[src/rtl/loop_station_pkg.sv]
`timescale 1ns/1ps
package loop_station_pkg;
  typedef enum logic [1:0] {
    ST_REPEAT  = 2'd0,
    ST_PAYLOAD = 2'd1,
    ST_CLOSE   = 2'd2
  } st_e;
endpackage

[src/rtl/loop_eop_detect.sv]
`timescale 1ns/1ps
module loop_eop_detect #(
  parameter int EOP_ONES = 7
) (
  input  logic clk,
  input  logic rst_n,
  input  logic bit_en,
  input  logic clear,
  input  logic rx_bit,
  output logic hit
);
  localparam int RW = $clog2(EOP_ONES + 1);

  logic [RW-1:0] run;
  logic          zero_seen;

  // the strobe carrying the last 1 of "0 then EOP_ONES ones"
  assign hit = bit_en && !clear && rx_bit && zero_seen && (run == RW'(EOP_ONES - 1));

  always_ff @(posedge clk or negedge rst_n) begin
    if (!rst_n) begin
      run       <= '0;
      zero_seen <= 1'b0;
    end else if (clear) begin
      run       <= '0;
      zero_seen <= 1'b0;
    end else if (bit_en) begin
      if (!rx_bit) begin
        run       <= '0;
        zero_seen <= 1'b1;
      end else if (run != RW'(EOP_ONES)) begin
        run <= run + 1'b1;
      end
    end
  end
endmodule

[src/rtl/loop_byte_feeder.sv]
`timescale 1ns/1ps
module loop_byte_feeder #(
  parameter int DATA_W = 8
) (
  input  logic              clk,
  input  logic              rst_n,
  input  logic              accept_en,
  input  logic              pop,
  input  logic [DATA_W-1:0] byte_data,
  input  logic              byte_valid,
  input  logic              byte_last,
  output logic              byte_ready,
  output logic              full,
  output logic              cur_bit,
  output logic              cur_last_bit
);
  localparam int BW = $clog2(DATA_W + 1);

  logic [DATA_W-1:0] sh;
  logic [BW-1:0]     left;
  logic              last_q;
  logic              final_pop;

  assign final_pop    = pop && (left == BW'(1));
  assign byte_ready   = accept_en && (!full || final_pop);
  assign cur_bit      = sh[0];
  assign cur_last_bit = last_q && (left == BW'(1));

  always_ff @(posedge clk or negedge rst_n) begin
    if (!rst_n) begin
      sh     <= '0;
      left   <= '0;
      full   <= 1'b0;
      last_q <= 1'b0;
    end else begin
      if (pop) begin
        sh   <= sh >> 1;
        left <= left - 1'b1;
        if (final_pop) full <= 1'b0;
      end
      if (byte_valid && byte_ready) begin
        sh     <= byte_data;
        left   <= BW'(DATA_W);
        full   <= 1'b1;
        last_q <= byte_last;
      end
    end
  end
endmodule

[src/rtl/loop_station.sv]
`timescale 1ns/1ps
module loop_station
  import loop_station_pkg::*;
#(
  parameter int DATA_W    = 8,
  parameter int EOP_ONES  = 7,
  parameter int STUFF_RUN = 5
) (
  input  logic              clk,
  input  logic              rst_n,
  input  logic              bit_en,
  input  logic              rx_bit,
  output logic              tx_bit,
  input  logic              loop_en,
  input  logic              frame_req,
  input  logic [DATA_W-1:0] byte_data,
  input  logic              byte_valid,
  input  logic              byte_last,
  output logic              byte_ready,
  output logic              sending,
  output logic              frame_done
);
  localparam int OW = $clog2(STUFF_RUN + 1);
  localparam int CW = $clog2(EOP_ONES + 1);

  st_e           st;
  logic          pending, got_last, tx_q, done_q;
  logic [OW-1:0] ones;
  logic [CW-1:0] close_cnt;

  logic eop_hit, convert, stuff_due, pop, accept_en, take, fills_run;
  logic fd_full, fd_bit, fd_last_bit;

  loop_eop_detect #(.EOP_ONES(EOP_ONES)) u_detect (
    .clk    (clk),
    .rst_n  (rst_n),
    .bit_en (bit_en),
    .clear  (st != ST_REPEAT),
    .rx_bit (rx_bit),
    .hit    (eop_hit)
  );

  assign stuff_due = (ones == OW'(STUFF_RUN));
  assign pop       = bit_en && (st == ST_PAYLOAD) && !stuff_due && fd_full;
  assign accept_en = ((st == ST_REPEAT) && pending) || ((st == ST_PAYLOAD) && !got_last);
  assign take      = byte_valid && byte_ready;
  assign convert   = eop_hit && pending && loop_en && (st == ST_REPEAT);
  assign fills_run = fd_bit && (ones == OW'(STUFF_RUN - 1));

  loop_byte_feeder #(.DATA_W(DATA_W)) u_feed (
    .clk          (clk),
    .rst_n        (rst_n),
    .accept_en    (accept_en),
    .pop          (pop),
    .byte_data    (byte_data),
    .byte_valid   (byte_valid),
    .byte_last    (byte_last),
    .byte_ready   (byte_ready),
    .full         (fd_full),
    .cur_bit      (fd_bit),
    .cur_last_bit (fd_last_bit)
  );

  always_ff @(posedge clk or negedge rst_n) begin
    if (!rst_n) begin
      st        <= ST_REPEAT;
      pending   <= 1'b0;
      got_last  <= 1'b0;
      tx_q      <= 1'b1;
      done_q    <= 1'b0;
      ones      <= '0;
      close_cnt <= '0;
    end else begin
      done_q <= 1'b0;
      if (take && byte_last) got_last <= 1'b1;
      if (frame_req && (st == ST_REPEAT) && !convert) pending <= 1'b1;
      if (bit_en) begin
        case (st)
          ST_REPEAT: begin
            if (convert) begin
              tx_q    <= 1'b0;
              st      <= ST_PAYLOAD;
              pending <= 1'b0;
              ones    <= '0;
            end else begin
              tx_q <= rx_bit;
            end
          end
          ST_PAYLOAD: begin
            if (stuff_due) begin
              tx_q <= 1'b0;
              ones <= '0;
              if (!fd_full && got_last) begin
                st        <= ST_CLOSE;
                close_cnt <= '0;
              end
            end else if (fd_full) begin
              tx_q <= fd_bit;
              ones <= fd_bit ? ones + 1'b1 : '0;
              if (fd_last_bit && !fills_run) begin
                st        <= ST_CLOSE;
                close_cnt <= '0;
              end
            end else begin
              // starved slot: this 0 opens the closing pattern
              tx_q      <= 1'b0;
              st        <= ST_CLOSE;
              close_cnt <= CW'(1);
            end
          end
          ST_CLOSE: begin
            tx_q <= (close_cnt != '0);
            if (close_cnt == CW'(EOP_ONES)) begin
              st       <= ST_REPEAT;
              done_q   <= 1'b1;
              got_last <= 1'b0;
            end else begin
              close_cnt <= close_cnt + 1'b1;
            end
          end
          default: st <= ST_REPEAT;
        endcase
      end
    end
  end

  assign tx_bit     = tx_q;
  assign frame_done = done_q;
  assign sending    = (st == ST_PAYLOAD) || (st == ST_CLOSE);
endmodule

[config.mk]
export PLATFORM = sky130hd
export DESIGN_NAME = loop_station
export DESIGN_NICKNAME = d
export VERILOG_FILES = /design/src/rtl/loop_station_pkg.sv /design/src/rtl/loop_eop_detect.sv /design/src/rtl/loop_byte_feeder.sv /design/src/rtl/loop_station.sv
export SDC_FILE = /design/constraint.sdc
export NUM_CORES = 1
export LEC_CHECK = 0
export BUFFER_PORTS_ARGS = -buffer_cell sky130_fd_sc_hd__clkbuf_2
export CAP_MARGIN = 20
export CORE_ASPECT_RATIO = 0.8
export CORE_MARGIN = 3
export CORE_UTILIZATION = 46
export CTS_CLUSTER_DIAMETER = 120
export DETAILED_ROUTE_END_ITERATION = 8
export GPL_ROUTABILITY_DRIVEN = 0
export GPL_TIMING_DRIVEN = 0
export PLACE_DENSITY = 0.74
export REMOVE_ABC_BUFFERS = 1
export SLEW_MARGIN = 20
export SYNTH_ARGS = -nofsm -noshare
export SYNTH_HDL_FRONTEND = slang
export SYNTH_SLANG_ARGS = --single-unit
[constraint.sdc]
create_clock -name clk -period 1.9 [get_ports clk]
set_input_delay 0.38 -clock clk [delete_from_list [all_inputs] [get_ports clk]]
set_output_delay 0.38 -clock clk [all_outputs]
set_load 0.02 [all_outputs]
# After elaboration in Yosys (flattened, before gate mapping)
# Cells that the tools add are included.
dict set report word_totals {
  ff_bits 30
  out_inout_bits 4
}
dict set report classes {
  eq_ne 16
  muxes 47
  reduce_logical 47
  n_addsub 4
}
# op count
set ops {}
lappend ops {{$mux 3} 13}
lappend ops {{$logic_and 1x1->1} 22}
lappend ops {{$mux 1} 20}
lappend ops {{$mux 8} 2}
lappend ops {{$eq 3x3->1 const B} 4}
lappend ops {{$mux 2} 6}
lappend ops {{$pmux 3 s2} 2}
lappend ops {{$reduce_bool 2->1} 6}
lappend ops {{$reduce_and 5->1} 2}
lappend ops {{$add 3x1->3 const B} 3}
lappend ops {{$mux 4} 2}
lappend ops {{$reduce_and 2->1} 4}
lappend ops {{$logic_not 1->1} 6}
lappend ops {{$ne 2x2->1 const B} 3}
lappend ops {{$ne 3x2->1 const B} 2}
lappend ops {{$pmux 2 s3} 1}
lappend ops {{$reduce_bool 3->1} 2}
lappend ops {{$eq 4x1->1 const B} 1}
lappend ops {{$ne 4x4->1 const B} 1}
lappend ops {{$reduce_and 4->1} 1}
lappend ops {{$sub 4x1->4 const B} 1}
lappend ops {{$logic_or 1x1->1} 3}
lappend ops {{$ne 3x1->1 const B} 1}
lappend ops {{$ne 3x3->1 const B} 1}
lappend ops {{other kinds (5)} 5}

# Depth between registers and ports, before layout
# Gate-level depths: netlist (run 1).
dict set report depth {
  depth_word 15
  ltp_mapped 7
}

# Hierarchy
# A second synthesis (run 1) with hierarchy kept.
dict set report hier_totals {
  cells_unflattened 162
  hier_area_um2 1808.0
}
# module instances seq_area_each_um2 cells_each area_each_um2
set by_module_without_submodules {}
lappend by_module_without_submodules {loop_station 1 301.5 83 803.3}
lappend by_module_without_submodules {loop_byte_feeder 1 350.3 55 754.5}
lappend by_module_without_submodules {loop_eop_detect 1 100.1 24 250.2}

# Least setup slack after synthesis (run 1)
# Ideal clock, no wire load.
dict set report synth_path {
  path_type {register -> register}
  start {register st[1]}
  end {register u_feed.sh[4]}
  n_path_buf 1
  path_slack_ns -0.187
  setup_ns 0.125
  arrival_time_ns 1.962
  path_stages_with_launch 8
  cell_sequence {dfrtp_1 inv_1 ha_1 a21boi_4 and3_1 buf_2 mux2_2 mux2_4}
}
dict set report synth_between {
  elab_chain_cells 9
}
# element line
set synth_lines {}
lappend synth_lines {{start, declared} loop_station.sv:26} ;# st_e st;
lappend synth_lines {{start signal, assigned} loop_station.sv:66} ;# st <= ST_REPEAT;
lappend synth_lines {{start signal, assigned} loop_station.sv:82} ;# st <= ST_PAYLOAD;
lappend synth_lines {{start signal, assigned} loop_station.sv:94} ;# st <= ST_CLOSE;
lappend synth_lines {{$eq 2x1->1} {loop_station.sv:44, loop_station.sv:45}}
lappend synth_lines {{$logic_and 1x1->1 (3 in series)} loop_station.sv:44} ;# assign pop = bit_en && (st == ST_PAYLOAD) && !stuff_due && fd_full;
lappend synth_lines {{$logic_and 1x1->1} loop_byte_feeder.sv:24} ;# assign final_pop = pop && (left == BW'(1));
lappend synth_lines {{$logic_or 1x1->1} loop_byte_feeder.sv:25} ;# assign byte_ready = accept_en && (!full || final_pop);
lappend synth_lines {{$logic_and 1x1->1} loop_byte_feeder.sv:25}
lappend synth_lines {{$logic_and 1x1->1} loop_byte_feeder.sv:41} ;# if (byte_valid && byte_ready) begin
lappend synth_lines {{$mux 8 or $reduce_bool 2->1 (tied branches)} --}
lappend synth_lines {{end signal, assigned} loop_byte_feeder.sv:37} ;# sh <= sh >> 1;
lappend synth_lines {{end signal, assigned} loop_byte_feeder.sv:42} ;# sh <= byte_data;
lappend synth_lines {{end, declared} loop_byte_feeder.sv:19} ;# logic [DATA_W-1:0] sh;
# Parallel ways exist; a longest one is shown, timed or not.
# A chain may end at the register's enable or synchronous reset.

# Worst setup path after layout (run 1)
dict set report layout_path {
  start {register ones[0]}
  end {register st[1]}
}
dict set report layout_between {
  elab_chain_cells 6
}
# element line
set layout_lines {}
lappend layout_lines {{start, declared} loop_station.sv:28} ;# logic [OW-1:0] ones;
lappend layout_lines {{start signal, assigned} loop_station.sv:99} ;# ones <= fd_bit ? ones + 1'b1 : '0;
lappend layout_lines {{$eq 3x3->1} loop_station.sv:48} ;# assign fills_run = fd_bit && (ones == OW'(STUFF_RUN - 1));
lappend layout_lines {{$logic_and 1x1->1} loop_station.sv:48}
lappend layout_lines {{$logic_not 1->1} loop_station.sv:100} ;# if (fd_last_bit && !fills_run) begin
lappend layout_lines {{$logic_and 1x1->1} loop_station.sv:100}
lappend layout_lines {{$ne 4x4->1 (no line)} --}
lappend layout_lines {{$reduce_and 5->1 (no line)} --}
lappend layout_lines {{end signal, assigned} loop_station.sv:101} ;# st <= ST_CLOSE;
lappend layout_lines {{end signal, assigned} loop_station.sv:107} ;# st <= ST_CLOSE;
lappend layout_lines {{end signal, assigned} loop_station.sv:114} ;# st <= ST_REPEAT;
# Parallel ways exist; a longest one is shown, timed or not.

==> results of run 1 <==
cell usage in the layout, fill, tap and decap left out, drive strengths merged, types with 6 or more instances in the layout:
cell	n
o21ai	8
ha	17
dfrtp	29
a21oi	6
clkbuf	27
mux2	17
nor2	13
inv	19
buf	16
nand2	12
worst register-to-register path: stages, from the launching register on:
cell and delay (ns):
dfrtp_1 0.40, buf_4 0.15, inv_1 0.04, ha_1 0.18
and3_1 0.21, o311ai_4 0.36, o2111ai_2 0.20, mux2_2 0.32
power by group:
group	leakage (uW)	switching [uW]	internal, uW
clock network	0.0000575	245	366
logic	0.000656	790	868
registers	0.000373	190	878
logic make-up after synthesis:
logic type	after synthesis	synth area share, %
adder cells (fa/ha/maj)	17	11.7
multiplexers	21	13.4
AND/OR/NAND/NOR	49	13.7
XOR/XNOR	3	1.45
buffers and inverters	23	5.51
AO/OA/AOI/OAI	30	12.9
flip-flops	30	41.4
cell type report:
type	instances	area [sq um]
fill	296	1310
multi-input combinational	120	1070
sequential	30	754
timing repair buffer	35	236
clock buffer	8	110
inverter	19	71.3
tap	52	65.1
repair_timing:
| action | CTS | global route |
|---|---|---|
| pin swaps | 6 | 5 |
| hold endpoints to repair | 0 | 0 |
| setup endpoints to repair | 22 | 16 |
| gates cloned | 0 | 0 |
| buffers inserted | 11 | 5 |
| gates resized for setup | 18 | 7 |
per-layer routing:
layer	track usage [%]	vias to the layer above	share of wire, %
met4	6.33	0	1.2
met5	0	-	0
met1	21.9	635	48
met2	24.7	23	47
met3	4.19	5	4.0
li1	-	671	-
registers in the layout, summed over array words and instances (netlist names):
name,flops
close_cnt,3
frame_done,1
got_last,1
ones,3
pending,1
st,2
tx_bit,1
u_detect.run,3
u_detect.zero_seen,1
u_feed.full,1
u_feed.last_q,1
u_feed.left,4
u_feed.sh,8
per-stage QoR:
stage                     hold slack, ns  utilization (%)  total power [uW]  setup slack [ns]
final                              0.141             63.9              3340           -0.0709
after floorplan                   0.0844                -              1990            -0.285
after global placement             0.461             53.9              2230            -0.607
after detailed placement           0.465             53.9              2270            -0.633
after global routing               0.216             63.9              3570            -0.132
after CTS                          0.168             61.6              3170           -0.0886
final timing paths:
path	startpoint	to	depth (start not counted)
setup / recovery	ones[0]	st[1]	7
hold / removal	rst_n	u_feed.left[2]	1
setup reg to reg	ones[0]	st[1]	7
hold reg to reg	tx_bit	tx_bit	2
max in group asynchronous	rst_n	st[0]	1
min in group clk	byte_data[7]	u_feed.sh[7]	3
==> impl_metrics.env, run 1 <==
export IMPL_maxCapViolations=0
export IMPL_crit_path_start_kind="register"
export IMPL_yosysUniqueCellTypes=38
export IMPL_slowest_delay_ns=0.40
export IMPL_cts_sinks=30
export IMPL_skew_ns=0.00484
export IMPL_ctsLongestPathBuffers=2
export IMPL_die_w_microns=76.3
export IMPL_synth_top_cell_area_share_pct=39.9
export IMPL_ys_top_cells_by_area="dfrtp_1 (40%), ha_1 (12%), mux2_2 (8.7%), inv_1 (3.9%), nor2_1 (2.7%)"
export IMPL_die_h_microns=62.2
export IMPL_clk_latency_ns=0.28
export IMPL_drt_iter0_drc=88
export IMPL_post_route_period_util_pct=104
export IMPL_avgRoutedWirePerCell_microns=14.0
export IMPL_worstMarginPinSlew_ns=0.724
export IMPL_die_area_sq_um=4740
export IMPL_yosysMostFrequentCell="dfrtp_1"
export IMPL_place_area_sq_um=1950
export IMPL_grt_usage_pct=16.1
export IMPL_avgViaCountPerCell=5.05
export IMPL_cp_end_kind="register"
export IMPL_vdd_drop_max_uv=771
export IMPL_r2r_slack_ns=-0.07
export IMPL_nets=244
export IMPL_rows=19
export IMPL_area_growth_pct=27.1
export IMPL_p_per_area_nw_per_um2=1450
export IMPL_antenna_found_initial=0
export IMPL_worstPathMaxFanout=4
export IMPL_crit_buf_inv=2
export IMPL_synth_common_cells="dfrtp_1 (29), inv_1 (19), ha_1 (17)"
export IMPL_grt_pass1_wl_microns=6110
export IMPL_tns_ns=-0.266
export IMPL_hold_viol_final=0
export IMPL_portBuffers=19
export IMPL_synth_ff_type="dfrtp_1"
export IMPL_overflow=0
export IMPL_numCtsBuffers=5
export IMPL_core_sq_um=3610
export IMPL_hold_path_class="primary input to asynchronous set/reset pin"
export IMPL_htreeDepth=2
export IMPL_failed_checks="setup timing"
export IMPL_fmax_ghz=0.507
export IMPL_cts_tree="yes"
export IMPL_syn_cell_area_sq_um=1820
export IMPL_initial_core_util_pct=50.3
export IMPL_synthArstFlopShare_pct=100
export IMPL_dp_hpwl_microns=2440
export IMPL_path_cells="buf_4, inv_1, ha_1, and3_1, o311ai_4, o2111ai_2, mux2_2"
export IMPL_ant_nets=0
export IMPL_status="finished, violations left"
export IMPL_wirelength_microns=3690
export IMPL_cpMaxStageDelayCell="dfrtp_1"
export IMPL_rsz0062_at_grt="true"
export IMPL_seq_area_frac_synth_pct=41.4
export IMPL_worstPathRequired_ns=2.07
export IMPL_syn_inst=173
export IMPL_dp_cells=240
export IMPL_drt_pass1_iter_count=4
export IMPL_finalWorstSetupSlack_ns=-0.0709
export IMPL_num_vias=1334
export IMPL_ys_ff_latch=30
export IMPL_relSlewSlack_pct=51.7
export IMPL_clockRootBuffer="clkbuf_8"
export IMPL_cp_top_family="compound AO/OA/AOI/OAI gates"
export IMPL_leakage_uw=0.00109
export IMPL_clk_pin_slew_worst_paths_ns=0.07
export IMPL_syn_area_per_cell_sq_um=10.5
export IMPL_grt_max_degree=31
export IMPL_grt_pass1_vias=1313
export IMPL_drc=0
export IMPL_finalMaxSlewViolations=0
export IMPL_arrival_ns=2.14
export IMPL_drive_gt1_share_pct=39.2
export IMPL_yosys_warnings=0
export IMPL_synth_largest_area_cell="dfrtp_1"
export IMPL_cts_hold_buffers=0
export IMPL_final_area_sq_um=2310
export IMPL_path_class="register to register"
export IMPL_setup_violations=6
export IMPL_fin_cells=264
export IMPL_antenna_cells=0
export IMPL_period_minus_slack_ns=1.97
export IMPL_pin_count=20
export IMPL_synth_edff_count=0
Power figures use the tool's default switching activity.
==> run 2, diff against run 1 <==
--- a/config.mk
+++ b/config.mk
@@ -19,4 +19,5 @@
 export SLEW_MARGIN = 20
 export SYNTH_ARGS = -nofsm -noshare
 export SYNTH_HDL_FRONTEND = slang
+export SYNTH_HIERARCHICAL = 1
 export SYNTH_SLANG_ARGS = --single-unit
==> run 2 against run 1 <==
- the run still ends with setup timing left
- worst setup slack worse by 0.096 ns
- highest routed layer unchanged
- register-to-register slack got worse by 0.07 ns
- synthesized cell count decreased by 6.4%
- via count is 2.2% higher
- clock skew is 0.0021 ns higher
- non-clock buffer count up 7
- final cell count is 2.3% lower
- total power is 6.8% lower
- clock-buffer cell count down 2
==> impl_metrics.env, run 2 <==
export IMPL_clockRootBuffer="clkbuf_8"
export IMPL_yosysUniqueCellTypes=43
export IMPL_worstPathMaxFanout=2
export IMPL_area_growth_pct=30.1
export IMPL_status="finished, violations left"
export IMPL_htreeDepth=2
export IMPL_skew_ns=0.00693
export IMPL_cts_hold_buffers=0
export IMPL_avgViaCountPerCell=5.29
export IMPL_failed_checks="setup timing"
export IMPL_crit_buf_inv=1
export IMPL_leakage_uw=0.00112
export IMPL_syn_area_per_cell_sq_um=11.2
export IMPL_wirelength_microns=4090
export IMPL_cpMaxStageDelayCell="dfrtp_1"
export IMPL_maxCapViolations=0
export IMPL_path_class="register to output pin"
export IMPL_ctsLongestPathBuffers=2
export IMPL_slowest_delay_ns=0.41
export IMPL_grt_pass1_wl_microns=6320
export IMPL_pre_cts_slack_ns=-0.565
export IMPL_setup_violations=11
export IMPL_antenna_cells=0
export IMPL_die_h_microns=62.1
export IMPL_yosys_warnings=6
export IMPL_worstMarginPinSlew_ns=0.755
export IMPL_drt_pass1_iter_count=4
export IMPL_cts_tree="yes"
export IMPL_ys_top_cells_by_area="dfrtp_1 (40%), ha_1 (11%), mux2_2 (8.1%), mux2_4 (4.2%), mux2i_1 (3.3%)"
export IMPL_hold_ws_ns=0.149
export IMPL_grt_usage_pct=17.7
export IMPL_ant_nets=0
export IMPL_grt_max_degree=31
export IMPL_hold_viol_final=0
export IMPL_synth_edff_count=0
export IMPL_cp_end_kind="output pin"
export IMPL_syn_cell_area_sq_um=1810
export IMPL_fillers=259
export IMPL_tns_ns=-0.983
export IMPL_final_cell_mix="dfrtp_1 (29), clkbuf_2 (18), buf_4 (17), mux2_2 (12), ha_1 (12)"
export IMPL_overflow=0
export IMPL_nets=239
export IMPL_crit_path_start_kind="register"
export IMPL_arrival_ns=1.69
export IMPL_drt_iter0_drc=72
export IMPL_core_sq_um=3590
export IMPL_fmax_ghz=0.484
export IMPL_rows=19
export IMPL_rr_endpoint="u_feed/sh[5]"
export IMPL_relSlewSlack_pct=49.7
export IMPL_path_cells="ha_4, nand2_4, and4_4, nand4bb_4, nand2_2, and2_4, buf_8"
export IMPL_synthArstFlopShare_pct=100
export IMPL_ys_ff_latch=30
export IMPL_reg_top3="u_feed/sh (8), u_feed/left (4)"
export IMPL_rsz0062_at_grt="true"
export IMPL_finalMaxSlewViolations=0
export IMPL_r2r_slack_ns=-0.14
export IMPL_avgRoutedWirePerCell_microns=15.8
export IMPL_numCtsBuffers=5
export IMPL_drive_gt1_share_pct=44.2
export IMPL_vdd_drop_max_uv=708
export IMPL_synth_largest_area_cell="dfrtp_1"
export IMPL_hold_path_class="primary input to asynchronous set/reset pin"
export IMPL_regMostFlops="u_feed/sh"
export IMPL_rr_startpoint="ones[0]"
export IMPL_seq_area_frac_synth_pct=41.6
export IMPL_num_vias=1364
export IMPL_post_route_period_util_pct=109
export IMPL_r2r_cells=9
export IMPL_cp_top_family="simple AND/OR/NAND/NOR gates"
export IMPL_pin_count=20
export IMPL_syn_inst=162
export IMPL_final_common_cell="dfrtp_1"
export IMPL_die_area_sq_um=4720
export IMPL_antenna_found_initial=0
export IMPL_synth_top_cell_area_share_pct=40.1
export IMPL_period_minus_slack_ns=2.07
export IMPL_dp_hpwl_microns=2490
export IMPL_finalWorstSetupSlack_ns=-0.167
export IMPL_die_w_microns=76.1
export IMPL_grt_pass1_vias=1365
export IMPL_yosysMostFrequentCell="dfrtp_1"
export IMPL_clk_latency_ns=0.28
export IMPL_p_per_area_nw_per_um2=1320
export IMPL_synth_common_cells="dfrtp_1 (29), ha_1 (16), inv_1 (15)"
export IMPL_clk_pin_slew_worst_paths_ns=0.06
export IMPL_initial_core_util_pct=50.4
export IMPL_largest_reg_flops=8
export IMPL_synth_ff_type="dfrtp_1"
export IMPL_portBuffers=19
export IMPL_drc=0
export IMPL_worstPathRequired_ns=1.52
export IMPL_cts_sinks=30
run 2: changes by cell type in the layout (fill, tap and decap cells not counted), sizes merged, moves of 3 or more:
cell / delta
a22oi: -3
clkbuf: -3
o31ai: -3
inv: -4
nor2: -5
o21ai: -4
nor3: -4
buf: +8
nand2: -3
run 2: layout make-up:
type / count / area [sq um] / area share [%]
multi-input cells: 113 / 1060 / 45.1
flip-flops and latches: 30 / 752 / 32.0
repair buffers: 42 / 334 / 14.2
clock buffers: 6 / 82.6 / 3.51
well taps: 52 / 65.1 / 2.77
inverters: 15 / 58.8 / 2.50
run 2: kinds of logic after synthesis:
| kind of cell | Yosys count | share of synthesized area, % |
|---|---|---|
| and+or+nand+nor | 48 | 16.3 |
| buffers and inverters | 19 | 5.12 |
| muxes | 24 | 15.6 |
| xor gates and xnor gates | 3 | 1.45 |
| DFF | 30 | 41.6 |
| adders and majority gates | 16 | 11.1 |
| AOI/OAI and AO/OA | 22 | 8.93 |
run 2: what timing repair did:
action	CTS	global route
gates cloned	1	0
setup endpoints to repair	20	18
resized for setup	23	11
pin swaps	7	3
setup buffers	19	3
run 2: report_power, final:
group | internal (uW) | leakage (uW) | switching [uW]
Sequential | 860 | 0.000382 | 182
Combinational | 816 | 0.000695 | 747
Clock | 279 | 0.0000431 | 228
run 2: worst max path at each step:
| stage | cells after the start | slack [ns] | start | end |
|---|---|---|---|---|
| after floorplan | 6 | -0.28 | st[1] | u_feed/sh[0] |
| after global placement | 6 | -0.50 | st[1] | u_feed/sh[6] |
| after detailed placement | 6 | -0.56 | st[1] | u_feed/sh[0] |
| after CTS | 7 | -0.13 | ones[0] | byte_ready |
| after global routing | 7 | -0.21 | ones[0] | byte_ready |
| final | 7 | -0.17 | ones[0] | byte_ready |
run 2: per-stage QoR:
step                      total power [uW]  utilization [%]  std cells  instance area (sq um)
after floorplan                       1890                -        158                   1770
after global placement                2080             53.8        229                   1930
after detailed placement              2170             53.8        229                   1930
after CTS                             2990             63.3        255                   2270
after global routing                  3310             65.5        258                   2350
final                                 3110             65.5        258                   2350
run 2: metal layers:
layer / vias to the layer above / GRT usage, % / wire, microns
met3: 7 / 4.18 / 138
met5: - / 0 / 0
met2: 24 / 32.3 / 2090
li1: 661 / - / -
met1: 672 / 20.5 / 1770
met4: 0 / 8.27 / 85
